<file path="src/rtl/seg_xlate_pkg.sv">
// Shared types for the segment translation unit: fault codes, register
// numbering and the cached descriptor record with its decode function.
// Assumes the descriptor layout given in the brief.
package seg_xlate_pkg;

    localparam int SREG_COUNT = 6;
    localparam int SREG_IDX_W = 3;
    localparam int SEL_W      = 16;
    localparam int LIN_W      = 32;
    localparam int TLIM_W     = 16;

    localparam logic [SREG_IDX_W-1:0] SREG_CS = 3'd1;
    localparam logic [SREG_IDX_W-1:0] SREG_SS = 3'd2;

    typedef enum logic [2:0] {
        FLT_NONE        = 3'd0,
        FLT_BAD_REG     = 3'd1,
        FLT_LOCAL       = 3'd2,
        FLT_NULL_LOAD   = 3'd3,
        FLT_TBL_LIMIT   = 3'd4,
        FLT_NOT_PRESENT = 3'd5,
        FLT_UNUSABLE    = 3'd6,
        FLT_SEG_LIMIT   = 3'd7
    } seg_fault_e;

    typedef struct packed {
        logic [SEL_W-1:0] sel;
        logic [LIN_W-1:0] base;
        logic [19:0]      limit;
        logic             gran;
        logic             present;
        logic [1:0]       dpl;
        logic             sys_n;
        logic [3:0]       kind;
        logic             def_big;
        logic             usable;
    } seg_cache_t;

    // Assemble a cache record from the selector and the two descriptor words.
    function automatic seg_cache_t unpack_desc(input logic [SEL_W-1:0] sel,
                                               input logic [31:0] lo,
                                               input logic [31:0] hi);
        seg_cache_t e;
        e.sel     = sel;
        e.base    = {hi[31:24], hi[7:0], lo[31:16]};
        e.limit   = {hi[19:16], lo[15:0]};
        e.gran    = hi[23];
        e.def_big = hi[22];
        e.present = hi[15];
        e.dpl     = hi[14:13];
        e.sys_n   = hi[12];
        e.kind    = hi[11:8];
        e.usable  = hi[15];
        return e;
    endfunction

endpackage

</file>
<file path="src/rtl/seg_sel_check.sv">
// Combinational selector screening for a load request. Classifies the
// selector as null and returns the fault that ends the load without a
// memory read. Assumes a 16-bit table limit (byte granular).
module seg_sel_check
    import seg_xlate_pkg::*;
(
    input  logic [SREG_IDX_W-1:0] sreg,
    input  logic [SEL_W-1:0]      sel,
    input  logic [TLIM_W-1:0]     tbl_limit,
    output logic                  is_null,
    output seg_fault_e            fault
);

    logic [TLIM_W-1:0] last_byte;

    assign last_byte = {sel[15:3], 3'b111};

    // Prioritised early-fault decision for the requested load.
    always_comb begin
        is_null = (sel[15:3] == 13'd0) && !sel[2];
        if (int'(sreg) >= SREG_COUNT)
            fault = FLT_BAD_REG;
        else if (sel[2])
            fault = FLT_LOCAL;
        else if (is_null && (sreg == SREG_CS || sreg == SREG_SS))
            fault = FLT_NULL_LOAD;
        else if (!is_null && (last_byte > tbl_limit))
            fault = FLT_TBL_LIMIT;
        else
            fault = FLT_NONE;
    end

endmodule

</file>
<file path="src/rtl/seg_desc_fetch.sv">
// Load sequencer. Accepts a selector load, finishes early-fault and null
// loads at once, otherwise reads the descriptor as two 32-bit words and
// writes the cache on the cycle the high word arrives. Assumes mem_rdata
// is valid in any cycle mem_ack is high while mem_req is high.
module seg_desc_fetch
    import seg_xlate_pkg::*;
(
    input  logic                  clk,
    input  logic                  rst_n,
    input  logic                  ld_req,
    input  logic [SREG_IDX_W-1:0] ld_sreg,
    input  logic [SEL_W-1:0]      ld_sel,
    input  logic [LIN_W-1:0]      tbl_base,
    input  seg_fault_e            chk_fault,
    input  logic                  chk_null,
    output logic                  mem_req,
    output logic [LIN_W-1:0]      mem_addr,
    input  logic                  mem_ack,
    input  logic [31:0]           mem_rdata,
    output logic                  busy,
    output logic                  ld_done,
    output logic [2:0]            ld_fault,
    output logic                  wr_en,
    output logic [SREG_IDX_W-1:0] wr_idx,
    output seg_cache_t            wr_entry
);

    typedef enum logic [1:0] {ST_IDLE, ST_LO, ST_HI} fetch_st_e;

    fetch_st_e             st_q;
    logic [SREG_IDX_W-1:0] sreg_q;
    logic [SEL_W-1:0]      sel_q;
    logic [LIN_W-1:0]      addr_q;
    logic [31:0]           lo_q;
    seg_cache_t            fetched;
    seg_cache_t            null_ent;
    logic                  accept;

    assign accept   = (st_q == ST_IDLE) && ld_req;
    assign busy     = (st_q != ST_IDLE);
    assign mem_req  = busy;
    assign mem_addr = (st_q == ST_HI) ? addr_q + 32'd4 : addr_q;
    assign fetched  = unpack_desc(sel_q, lo_q, mem_rdata);

    // Null record: selector kept for its RPL, everything else cleared.
    always_comb begin
        null_ent     = '0;
        null_ent.sel = ld_sel;
    end

    // Cache write port: null data loads on accept, fetched present entries on the high word.
    always_comb begin
        wr_en    = 1'b0;
        wr_idx   = sreg_q;
        wr_entry = fetched;
        if (accept && chk_fault == FLT_NONE && chk_null) begin
            wr_en    = 1'b1;
            wr_idx   = ld_sreg;
            wr_entry = null_ent;
        end else if (st_q == ST_HI && mem_ack && fetched.present) begin
            wr_en = 1'b1;
        end
    end

    // Sequencer state, captured request and completion pulse.
    always_ff @(posedge clk) begin
        if (!rst_n) begin
            st_q     <= ST_IDLE;
            sreg_q   <= '0;
            sel_q    <= '0;
            addr_q   <= '0;
            lo_q     <= '0;
            ld_done  <= 1'b0;
            ld_fault <= FLT_NONE;
        end else begin
            ld_done <= 1'b0;
            case (st_q)
                ST_IDLE: begin
                    if (ld_req) begin
                        sreg_q <= ld_sreg;
                        sel_q  <= ld_sel;
                        addr_q <= tbl_base + {16'd0, ld_sel[15:3], 3'b000};
                        if (chk_fault != FLT_NONE || chk_null) begin
                            ld_done  <= 1'b1;
                            ld_fault <= chk_fault;
                        end else begin
                            st_q <= ST_LO;
                        end
                    end
                end
                ST_LO: begin
                    if (mem_ack) begin
                        lo_q <= mem_rdata;
                        st_q <= ST_HI;
                    end
                end
                ST_HI: begin
                    if (mem_ack) begin
                        st_q     <= ST_IDLE;
                        ld_done  <= 1'b1;
                        ld_fault <= fetched.present ? FLT_NONE : FLT_NOT_PRESENT;
                    end
                end
                default: st_q <= ST_IDLE;
            endcase
        end
    end

endmodule

</file>
<file path="src/rtl/seg_cache.sv">
// Per-register descriptor cache: one record per segment register, one
// write port and one combinational read port. Reset leaves every entry
// unusable with a zero selector.
module seg_cache
    import seg_xlate_pkg::*;
#(
    parameter int NUM = SREG_COUNT
) (
    input  logic                  clk,
    input  logic                  rst_n,
    input  logic                  wr_en,
    input  logic [SREG_IDX_W-1:0] wr_idx,
    input  seg_cache_t            wr_entry,
    input  logic [SREG_IDX_W-1:0] rd_idx,
    output seg_cache_t            rd_entry
);

    seg_cache_t ent_q [NUM];

    for (genvar i = 0; i < NUM; i++) begin : g_ent
        // Hold one register's cached descriptor until it is rewritten.
        always_ff @(posedge clk) begin
            if (!rst_n)
                ent_q[i] <= '0;
            else if (wr_en && int'(wr_idx) == i)
                ent_q[i] <= wr_entry;
        end
    end

    // Select the entry named by the read index, zero when out of range.
    always_comb begin
        rd_entry = '0;
        for (int i = 0; i < NUM; i++)
            if (int'(rd_idx) == i)
                rd_entry = ent_q[i];
    end

endmodule

</file>
<file path="src/rtl/seg_xlate_path.sv">
// Translate datapath: limit scaling, limit compare and base add in
// parallel, registered once. Assumes expand-up segments only.
module seg_xlate_path
    import seg_xlate_pkg::*;
(
    input  logic                  clk,
    input  logic                  rst_n,
    input  logic                  xl_req,
    input  logic [SREG_IDX_W-1:0] xl_sreg,
    input  logic [LIN_W-1:0]      xl_offset,
    input  seg_cache_t            ent,
    output logic                  xl_valid,
    output logic [2:0]            xl_fault,
    output logic [LIN_W-1:0]      lin_addr,
    output logic [1:0]            xl_dpl,
    output logic [1:0]            xl_rpl
);

    logic [LIN_W-1:0] eff_limit;
    logic [LIN_W-1:0] sum;
    seg_fault_e       flt;

    assign eff_limit = ent.gran ? {ent.limit, 12'hFFF} : {12'h000, ent.limit};
    assign sum       = ent.base + xl_offset;

    // Prioritised translate fault decision.
    always_comb begin
        if (int'(xl_sreg) >= SREG_COUNT)
            flt = FLT_BAD_REG;
        else if (!ent.usable)
            flt = FLT_UNUSABLE;
        else if (xl_offset > eff_limit)
            flt = FLT_SEG_LIMIT;
        else
            flt = FLT_NONE;
    end

    // Register the translate result one cycle after the request.
    always_ff @(posedge clk) begin
        if (!rst_n) begin
            xl_valid <= 1'b0;
            xl_fault <= FLT_NONE;
            lin_addr <= '0;
            xl_dpl   <= '0;
            xl_rpl   <= '0;
        end else begin
            xl_valid <= xl_req;
            if (xl_req) begin
                xl_fault <= flt;
                lin_addr <= (flt == FLT_NONE) ? sum : '0;
                xl_dpl   <= ent.dpl;
                xl_rpl   <= ent.sel[1:0];
            end
        end
    end

endmodule

</file>
<file path="src/rtl/seg_xlate_unit.sv">
// Segment translation unit top: selector screening, descriptor fetch,
// per-register cache and translate path. Loads and translates may
// overlap; a translate sees the cache as it stood before the edge.
module seg_xlate_unit
    import seg_xlate_pkg::*;
#(
    parameter int NUM_SREG = SREG_COUNT
) (
    input  logic        clk,
    input  logic        rst_n,
    input  logic [31:0] tbl_base,
    input  logic [15:0] tbl_limit,
    input  logic        ld_req,
    input  logic [2:0]  ld_sreg,
    input  logic [15:0] ld_sel,
    output logic        mem_req,
    output logic [31:0] mem_addr,
    input  logic        mem_ack,
    input  logic [31:0] mem_rdata,
    output logic        busy,
    output logic        ld_done,
    output logic [2:0]  ld_fault,
    input  logic        xl_req,
    input  logic [2:0]  xl_sreg,
    input  logic [31:0] xl_offset,
    output logic        xl_valid,
    output logic [2:0]  xl_fault,
    output logic [31:0] lin_addr,
    output logic [1:0]  xl_dpl,
    output logic [1:0]  xl_rpl
);

    seg_fault_e            chk_fault;
    logic                  chk_null;
    logic                  wr_en;
    logic [SREG_IDX_W-1:0] wr_idx;
    seg_cache_t            wr_entry;
    seg_cache_t            rd_entry;

    seg_sel_check u_sel_check (
        .sreg      (ld_sreg),
        .sel       (ld_sel),
        .tbl_limit (tbl_limit),
        .is_null   (chk_null),
        .fault     (chk_fault)
    );

    seg_desc_fetch u_fetch (
        .clk       (clk),
        .rst_n     (rst_n),
        .ld_req    (ld_req),
        .ld_sreg   (ld_sreg),
        .ld_sel    (ld_sel),
        .tbl_base  (tbl_base),
        .chk_fault (chk_fault),
        .chk_null  (chk_null),
        .mem_req   (mem_req),
        .mem_addr  (mem_addr),
        .mem_ack   (mem_ack),
        .mem_rdata (mem_rdata),
        .busy      (busy),
        .ld_done   (ld_done),
        .ld_fault  (ld_fault),
        .wr_en     (wr_en),
        .wr_idx    (wr_idx),
        .wr_entry  (wr_entry)
    );

    seg_cache #(.NUM(NUM_SREG)) u_cache (
        .clk      (clk),
        .rst_n    (rst_n),
        .wr_en    (wr_en),
        .wr_idx   (wr_idx),
        .wr_entry (wr_entry),
        .rd_idx   (xl_sreg),
        .rd_entry (rd_entry)
    );

    seg_xlate_path u_path (
        .clk       (clk),
        .rst_n     (rst_n),
        .xl_req    (xl_req),
        .xl_sreg   (xl_sreg),
        .xl_offset (xl_offset),
        .ent       (rd_entry),
        .xl_valid  (xl_valid),
        .xl_fault  (xl_fault),
        .lin_addr  (lin_addr),
        .xl_dpl    (xl_dpl),
        .xl_rpl    (xl_rpl)
    );

endmodule

</file>
<file path="config.mk">
export PLATFORM = sky130hd
export DESIGN_NAME = seg_xlate_unit
export DESIGN_NICKNAME = d
export VERILOG_FILES = /design/src/rtl/seg_xlate_pkg.sv /design/src/rtl/seg_sel_check.sv /design/src/rtl/seg_desc_fetch.sv /design/src/rtl/seg_cache.sv /design/src/rtl/seg_xlate_path.sv /design/src/rtl/seg_xlate_unit.sv
export SDC_FILE = /design/constraint.sdc
export NUM_CORES = 1
export LEC_CHECK = 0
export BUFFER_PORTS_ARGS = -buffer_cell sky130_fd_sc_hd__buf_2
export CORE_MARGIN = 4
export CORE_UTILIZATION = 50
export DETAILED_ROUTE_END_ITERATION = 8
export GPL_ROUTABILITY_DRIVEN = 0
export PLACE_DENSITY = 0.74
export SYNTH_ARGS = -nofsm -noshare
export SYNTH_HDL_FRONTEND = slang
export SYNTH_HIERARCHICAL = 1
export SYNTH_SLANG_ARGS = --single-unit
</file>
<file path="constraint.sdc">
create_clock -name clk -period 17 [get_ports clk]
set_input_delay 1.7 -clock clk [delete_from_list [all_inputs] [get_ports clk]]
set_output_delay 1.7 -clock clk [all_outputs]
set_load 0.01 [all_outputs]
</file>
==> summary.txt, run 1 <==
critical path's most frequent cell - buf_4
CP max stage delay - 0.68 ns
WP buf/inv - 4
R2R depth - 9
unrepaired setup endpoints after global routing - no
Power Internal - 2.01 mW
nature of the critical path startpoint - input port
final antenna-violating net count - 0
placed insts - 3084
Core Region - 49400 um^2
syn nets - 2572
fmax - 155 MHz
worst hold path type - reg2reg
drt total wl - 67200 um
Cell Pwr Density - 95.5 nW/um^2
Clock power frac - 0.401
Tot GR Track Use - 0.244
Hold Fails Final Rpt - 0
Worst Setup End Kind - register
post-route cell area - 28200 um^2
via count - 18700
first-pass GRT wire length - 104000 um
Combinational Power Share - 0.127
Stages on worst setup path - 16
NumNets Final - 2704
# IOs - 217
Clock Latency Late Sink - 0.60 ns
Flop pwr share - 0.472
switch share - 0.256
Ys Warns - 6
Pre-antenna DRT Iters - 5
LEAKAGE - 11.1 nW
fill cell count - 4141
CTS Buffer Depth - 3
fraction of layout cells with a size suffix above 1 - 0.156
std cell rows - 81
Worst path top cell family by delay - buffers and inverters
Max-slew headroom - 0.256
port bufs - 216
H-tree Lvls - 2
Hold Crit Depth - 2
crit path DAT - 6.96 ns
Hold Path End - u_path/lin_addr[31]$_SDFFE_PN0P_
Area Growth Syn to Fin - 12.1%
vias in the first global route - 18500
Max Cap Violations - 0
Critical Path, Cell by Cell - buf_4 > buf_4 > and3b_2 > buf_4 > nand2_1 > o221ai_2 > buf_4 > nand2_1 > ha_1 > nand4_1 > nor4_1 > a32o_1 > o21ai_2 > nor2_4 > nand2_4 > o31ai_2
hold path start - u_path/lin_addr[31]$_SDFFE_PN0P_
initial DRC count - 1860
Syn Area/Cell - 10.7 um^2
Placed Area - 26600 um^2
Congestion Overflow GR - 0
highest routed layer - met5
synthesized instance count - 2341
WS Path Type - in2reg
maximum vdd drop - 0.0000661 V
mapped cell area - 25100 um^2
max-slew violation count - 0
met3 wire len - 5950 um
slowest stage cell on the critical path - buf_4
WL met1 - 28400 um
hpwl dp - 42800 um
Finished Layout Cells - 3183
largest net degree at the start of global routing - 84
vias per std cell - 5.87
Starting Density - 0.509
Die Wd - 232 um
Sw Pwr - 688 uW
Die Span Y - 232 um
Post-Route Setup TNS - 0 ns
Worst-path clk slew - 0.06 ns
initial antenna violation count - 10
met2 wire length - 31100 um
worst-margin pin slew - 1.11 ns
Setup Buffers After CTS - 0
fin crit share - 0.381
Clock Tree Root - clkbuf_16
drt wl/cell - 21.1 um
# resized after CTS - 0
Worst R2R End - u_cache/ent_q[1][23]$_SDFFCE_PN0P_
clk_skew - 0.0215 ns
Setup-failing EPs final - 0
start of the worst register-to-register path - u_fetch/st_q[1]$_SDFFE_PN0P_
status - finished clean
reg2reg setup slack - 12.49 ns
CP Max Fanout - 60
die footprint - 53900 um^2
Num CTS Buffers - 51
Critical Path RT - 17.49 ns
min cycle time layout - 6.47 ns
DRC violations left - 0
Sink Count - 462
hold buffers post-CTS - 0
CTS tree - done
-- cells in the final DEF, fill, tap and decap left out, types with 11 or more instances in the layout --
cell type and instances:
or3_1 13, o221ai_1 60, buf_4 27, and2_1 401, nor3_1 17, ha_1 90, nor2_1 50, clkinv_2 11
nor2b_1 42, a21o_1 18, nand3_1 34, inv_1 30, o21ai_0 49, a21oi_1 132, xnor2_1 48, a31oi_1 15
nand2_1 242, mux2i_1 130, nand3b_1 59, nand4_1 28, edfxtp_1 348, buf_2 214, clkbuf_1 14, and2_2 13
xor2_1 20, clkbuf_16 51, o21a_1 64, dfxtp_1 114
-- how the worst max path moves through the flow --
stage / from / end / slack, ns
final: xl_sreg[1] / u_path/lin_addr[28]$_SDFFE_PN0P_ / 10.53
after global routing: xl_sreg[1] / u_path/lin_addr[28]$_SDFFE_PN0P_ / 10.19
after CTS: xl_sreg[1] / u_path/lin_addr[28]$_SDFFE_PN0P_ / 10.62
after detailed placement: xl_sreg[1] / u_path/lin_addr[28]$_SDFFE_PN0P_ / 10.02
after global placement: xl_sreg[1] / u_path/lin_addr[28]$_SDFFE_PN0P_ / 10.22
after floorplan: ld_sel[4] / u_cache/ent_q[0][0]$_SDFFCE_PN0P_ / 8.42
-- through the flow --
stage | total power [mW] | hold slack, ns | setup slack (ns) | utilization
6_report | 2.69 | 0.452 | 10.53 | 0.571
3_3_place_gp | 1.62 | 0.434 | 10.22 | 0.538
4_1_cts | 2.71 | 0.450 | 10.62 | 0.571
5_1_grt | 2.79 | 0.470 | 10.19 | 0.571
3_5_place_dp | 1.63 | 0.442 | 10.02 | 0.538
2_1_floorplan | 1.52 | 0.432 | 8.42 | -
-- power by group through the flow --
stage | clock (mW) | sequential, mW | combinational (mW)
after floorplan | 0 | 1.30 | 0.225
after global placement | 0 | 1.29 | 0.327
after detailed placement | 0 | 1.29 | 0.335
after CTS | 1.10 | 1.27 | 0.337
after global routing | 1.14 | 1.27 | 0.372
final | 1.08 | 1.27 | 0.342
-- layout make-up --
class / instances / area (um^2) / share of cell area
Sequential cell: 462 / 12700 / 0.452
Multi-Input combinational cell: 1685 / 11600 / 0.411
Clock buffer: 71 / 1410 / 0.0501
Timing Repair Buffer: 242 / 1280 / 0.0456
Tap cell: 664 / 831 / 0.0295
Clock inverter: 23 / 218 / 0.00772
Inverter: 31 / 116 / 0.00413
Antenna cell: 5 / 12.5 / 0.000444
-- worst reg2reg max path, stage by stage (launching register included) --
cell      delay (ns)
dfxtp_1         0.47
nor2_1          0.12
and2_1          0.17
buf_4           0.25
nand3_2         0.14
buf_4           0.56
mux2_2          0.48
nand2b_1        0.34
o21ai_4         0.93
buf_4           0.65
-- per-layer routing --
| metal | track usage | up-vias |
|---|---|---|
| met5 | 0 | - |
| met3 | 0.0503 | 131 |
| met4 | 0.0682 | 10 |
| li1 | - | 8661 |
| met2 | 0.399 | 842 |
| met1 | 0.331 | 9044 |
-- flip-flops by register name, indices dropped and copies added (netlist names), 2 cells and up --
name / flops
u_path/xl_rpl: 2
u_path/xl_fault: 2
u_path/lin_addr: 32
u_path/xl_dpl: 2
u_fetch/lo_q: 32
u_fetch/sreg_q: 3
u_fetch/addr_q: 32
u_fetch/sel_q: 2
u_fetch/ld_fault: 3
u_fetch/st_q: 2
u_cache/ent_q: 348
(Power assumes the default switching activity.)
==> run 2: changes to the inputs <==
clock period = 6.6 ns   (was 17 ns; I/O delays follow)
==> run 2 against run 1 <==
  * First-iteration DRC count decreased by 5.4%
  * Worst hold slack lost 0.15 ns
  * Clock power increased to 2.5 times the previous value
  * Combinational power rose to 2.6 times the previous value
  * Flip-flop and latch count unchanged
  * Utilization rose by 0.089 points
  * Critical path depth decreased by 1
  * Critical endpoint unchanged
  * Largest power group unchanged
==> summary.txt, run 2 (same netlist as run 1, synthesis figures left out) <==
status - finished clean
Area Growth Syn to Fin - 12.3%
Max-slew headroom - 0.295
Starting Density - 0.509
Clock Latency Late Sink - 0.59 ns
fin util - 0.572
NumNets Final - 2707
Placed Area - 26600 um^2
post-route cell area - 28200 um^2
fin crit share - 0.692
CP max stage delay - 0.81 ns
Core Region - 49400 um^2
R2R depth - 9
WL met1 - 28400 um
start of the worst register-to-register path - u_fetch/st_q[1]$_SDFFE_PN0P_
WHS - 0.304 ns
hold buffers post-CTS - 0
met2 wire length - 32200 um
max-slew violation count - 0
crit path DAT - 5.08 ns
CP Max Fanout - 72
Die Span Y - 232 um
clk_skew - 0.0332 ns
Tot GR Track Use - 0.244
# resized after CTS - 0
max FFs per register - 348
largest net degree at the start of global routing - 73
Num CTS Buffers - 51
Die Wd - 232 um
CTS Buffer Depth - 3
vias in the first global route - 18200
Critical Path RT - 7.11 ns
Worst R2R End - u_cache/ent_q[5][23]$_SDFFCE_PN0P_
critical path's most frequent cell - o21a_1
worst hold path type - in2reg
Biggest register - u_cache/ent_q
initial antenna violation count - 11
Cell Pwr Density - 245 nW/um^2
initial DRC count - 1759
worst-margin pin slew - 1.06 ns
Congestion Overflow GR - 0
Worst Setup End Kind - register
fill cell count - 4170
met3 wire len - 5760 um
Finished Layout Cells - 3187
commonest non-fill, non-tap cell in the layout - and2_1
fraction of layout cells with a size suffix above 1 - 0.158
H-tree Lvls - 2
die footprint - 53900 um^2
# IOs - 217
highest-count cells in the layout ignoring fill and taps - and2_1, edfxtp_1, nand2_1
Hold Crit Depth - 3
std cell rows - 81
nature of the critical path startpoint - input port
maximum vdd drop - 0.000178 V
highest routed layer - met5
port bufs - 216
min cycle time layout - 4.57 ns
Setup Buffers After CTS - 0
drt wl/cell - 21.2 um
Max Cap Violations - 0
final antenna-violating net count - 0
unrepaired setup endpoints after global routing - no
CTS tree - done
Hold Fails Final Rpt - 0
fmax - 219 MHz
Worst-path clk slew - 0.06 ns
drt total wl - 67600 um
DRC violations left - 0
Pre-antenna DRT Iters - 5
Critical Path, Cell by Cell - buf_6 > buf_4 > mux2i_1 > o21a_1 > o221ai_1 > ha_1 > fa_1 > a211oi_1 > nor2_1 > o31ai_1 > a21o_1 > o21ba_1 > a2111oi_4 > o21a_1 > o31ai_2
Setup-failing EPs final - 0
hpwl dp - 43200 um
Hold Path End - u_fetch/addr_q[1]$_SDFFE_PN0P_
hold path start - tbl_base[1]
vias per std cell - 5.81
via count - 18500
Post-Route Setup TNS - 0 ns
reg2reg setup slack - 2.46 ns
placed insts - 3087
WS Path Type - in2reg
Sink Count - 462
LEAKAGE - 11.1 nW
Clock Tree Root - clkbuf_16
first-pass GRT wire length - 103000 um
slowest stage cell on the critical path - buf_4
==> run 2: changes by cell type in the layout (fill, tap and decap cells not counted), sizes merged <==
cell	previous run	this run
buf	242	245
bufinv	3	1
clkbuf	71	73
clkinv	16	17
diode	5	4
inv	32	33
==> run 2: worst max-delay path by stage <==
stage / from / to / slack, ns / depth (start not counted)
global placement: xl_sreg[0] / u_path/lin_addr[24]$_SDFFE_PN0P_ / 1.53 / 15
finish: xl_sreg[0] / u_path/lin_addr[28]$_SDFFE_PN0P_ / 2.03 / 15
detailed placement: xl_sreg[0] / u_path/lin_addr[28]$_SDFFE_PN0P_ / 1.48 / 15
global route: xl_sreg[0] / u_path/lin_addr[14]$_SDFFE_PN0P_ / 1.74 / 15
floorplan: ld_sel[4] / u_cache/ent_q[0][0]$_SDFFCE_PN0P_ / -0.94 / 9
CTS: xl_sreg[0] / u_path/lin_addr[28]$_SDFFE_PN0P_ / 2.08 / 15
==> run 2: critical path, delay by kind of cell <==
kind	cells	cell delay (ns)
multiplexers	1	0.28
buffers and inverters	2	1.35
adder cells (fa/ha/maj)	2	0.67
AND/OR/NAND/NOR	1	0.11
AO/OA/AOI/OAI	9	1.93
==> run 2: cell type report <==
cell class              instances  area, um^2  share of cell area
clock inverters                23         165             0.00585
repair buffers                245        1320              0.0467
multi-input cells            1685       11600               0.410
inverters                      31         116             0.00412
flip-flops and latches        462       12700               0.451
well taps                     664         831              0.0294
clock buffers                  73        1480              0.0522
diodes                          4        10.0            0.000354
==> run 2: per-stage QoR <==
step / power, mW / setup WS, ns
floorplan: 3.92 / -0.937
global placement: 4.17 / 1.53
detailed placement: 4.20 / 1.48
CTS: 6.94 / 2.08
global route: 7.16 / 1.74
finish: 6.91 / 2.03
==> run 2: per-layer routing <==
layer / track usage / up-vias
met5: 0 / -
met4: 0.0542 / 14
met3: 0.0510 / 107
met2: 0.410 / 752
met1: 0.327 / 8976
li1: - / 8674
==> run 2: power by group <==
group	total [mW]	switching (mW)	internal, mW	leakage (nW)
combinational	0.886	0.555	0.330	5.78
sequential	3.27	0.0501	3.22	4.52
clock	2.75	1.15	1.60	0.810
total	6.91	1.76	5.15	11.1
==> run 3: changes to the inputs <==
ABC_AREA = 1   (was not set)
clock period = 4.65 ns   (was 6.6 ns; I/O delays follow)
==> run 3 against run 2 <==
  * Synthesized area up 3.7%
  * Global-route usage rose by 2.6 points
  * Utilization shrank 0.38 points
  * Combinational power is 67% higher
  * Die area rose by 3.6%
  * Non-clock buffer count grew 9
  * Largest power group unchanged
  * Highest routed layer unchanged
==> summary.txt, run 3 <==
Hold Fails Final Rpt - 0
critical path's most frequent cell - nand2_1
vias in the first global route - 21500
port bufs - 216
initial DRC count - 2269
Setup Buffers After CTS - 0
LEAKAGE - 13.2 nW
register area - 12700 um^2
# IOs - 217
initial antenna violation count - 3
slowest stage cell on the critical path - nand2_2
Worst R2R End - u_cache/ent_q[0][14]$_SDFFCE_PN0P_
Setup-failing EPs final - 0
min cycle time layout - 3.39 ns
worst hold path type - in2reg
Clock power frac - 0.379
vias per std cell - 5.44
Worst-path clk slew - 0.06 ns
Combinational Power Share - 0.150
WHS - 0.132 ns
# resized after CTS - 0
fin crit share - 0.728
Die Span Y - 236 um
first-pass GRT wire length - 119000 um
largest net degree at the start of global routing - 95
max FFs per register - 348
NumNets Final - 3689
CP Max Fanout - 52
CTS Buffer Depth - 3
R2R depth - 10
Worst path top cell family by delay - simple AND/OR/NAND/NOR gates
die footprint - 55900 um^2
max-slew violation count - 0
Syn Area/Cell - 7.84 um^2
post-route cell area - 29300 um^2
Biggest register - u_cache/ent_q
crit path capture - u_path/lin_addr[31]$_SDFFE_PN0P_
drt wl/cell - 18.6 um
multi-input logic area - 10900 um^2
std cell rows - 83
syn nets - 3559
Placed Area - 27700 um^2
via count - 22700
Worst Setup End Kind - register
crit path DAT - 3.92 ns
Flop pwr share - 0.471
Clock Tree Root - clkbuf_16
DRC violations left - 0
Area Growth Syn to Fin - 12.3%
hpwl dp - 52400 um
clk_skew - 0.0283 ns
Num CTS Buffers - 47
nature of the critical path startpoint - input port
fmax - 295 MHz
CP max stage delay - 0.51 ns
Finished Layout Cells - 4178
Critical Path RT - 5.18 ns
Pre-antenna DRT Iters - 5
CP Launch Point - xl_sreg[0]
CTS tree - done
WS Path Type - in2reg
Post-Route Setup TNS - 0 ns
highest-count cells in the layout ignoring fill and taps - nand2_1, nor2_1, inv_1
maximum vdd drop - 0.000261 V
placed insts - 4089
Clock Latency Late Sink - 0.61 ns
fraction of layout cells with a size suffix above 1 - 0.116
Max-slew headroom - 0.271
Cell Pwr Density - 337 nW/um^2
switch share - 0.274
Max Cap Violations - 0
Ys Warns - 6
mapped cell area - 26100 um^2
start of the worst register-to-register path - u_fetch/st_q[1]$_SDFFE_PN0P_
commonest non-fill, non-tap cell in the layout - nand2_1
reg2reg setup slack - 1.52 ns
final antenna-violating net count - 0
hold buffers post-CTS - 0
fill cell count - 4709
Starting Density - 0.506
unrepaired setup endpoints after global routing - no
synthesized instance count - 3328
Core Region - 51500 um^2
Stages on worst setup path - 22
Power Internal - 7.17 mW
WP buf/inv - 4
Sink Count - 462
Congestion Overflow GR - 0
worst-margin pin slew - 1.09 ns
Tot Pwr - 9.88 mW
Critical Path, Cell by Cell - buf_2 > buf_12 > nand4_1 > nand2_1 > nor2_1 > nand4_1 > buf_4 > mux2i_1 > ha_1 > nand2_1 > inv_1 > o21ai_0 > nand2_1 > nor2_1 > nand2_1 > nand2_1 > nand2_1 > nand2_2 > nand3_1 > nor2_1 > nor2_1 > nor2_1
Sw Pwr - 2.71 mW
drt total wl - 77900 um
status - finished clean
Die Wd - 236 um
Tot GR Track Use - 0.270
H-tree Lvls - 2
[run 3: stage by stage]
stage          setup slack [ns]  utilization
2_1_floorplan             0.795            -
3_3_place_gp              0.675        0.539
3_5_place_dp              0.715        0.539
4_1_cts                    1.32        0.568
5_1_grt                   0.879        0.568
6_report                   1.26        0.568
[run 3: worst register-to-register path: cells and delay by family (launching register included)]
| family | cells | cell delay (ns) |
|---|---|---|
| DFF | 1 | 0.34 |
| buffers and inverters | 3 | 0.58 |
| AOI/OAI and AO/OA | 1 | 0.42 |
| and+or+nand+nor | 6 | 1.47 |
[run 3: cell type report]
type                    instances  area share
repair buffers                254      0.0531
multi-input cells            2241       0.373
diodes                          1   0.0000855
inverters                     452      0.0580
clock buffers                  71      0.0463
flip-flops and latches        462       0.435
clock inverters                17     0.00586
well taps                     680      0.0291
[run 3: power groups by stage]
stage / registers [mW] / clock network, mW / logic, mW
4_1_cts: 4.65 / 3.78 / 1.46
5_1_grt: 4.67 / 3.96 / 1.63
3_3_place_gp: 4.73 / 0 / 1.44
2_1_floorplan: 4.73 / 0 / 0.952
6_report: 4.65 / 3.75 / 1.48
3_5_place_dp: 4.74 / 0 / 1.45
[run 3: routing by layer]
| metal | part of all wire | vias up | track usage |
|---|---|---|---|
| met5 | 0.00028 | - | 0 |
| met4 | 0.055 | 4 | 0.133 |
| met3 | 0.098 | 216 | 0.0431 |
| met2 | 0.47 | 1163 | 0.459 |
| met1 | 0.38 | 10400 | 0.335 |
| li1 | - | 11000 | - |
[run 3: worst min-delay path by stage]
| stage | from | end | depth (start not counted) |
|---|---|---|---|
| final | tbl_base[2] | u_fetch/addr_q[2]$_SDFFE_PN0P_ | 3 |
| after global routing | tbl_base[0] | u_fetch/addr_q[0]$_SDFFE_PN0P_ | 3 |
| after CTS | tbl_base[2] | u_fetch/addr_q[2]$_SDFFE_PN0P_ | 3 |
| after detailed placement | u_fetch/lo_q[27]$_SDFFE_PN0P_ | u_fetch/lo_q[27]$_SDFFE_PN0P_ | 2 |
| after global placement | u_fetch/lo_q[30]$_SDFFE_PN0P_ | u_fetch/lo_q[30]$_SDFFE_PN0P_ | 2 |
| after floorplan | u_fetch/lo_q[10]$_SDFFE_PN0P_ | u_fetch/lo_q[10]$_SDFFE_PN0P_ | 2 |
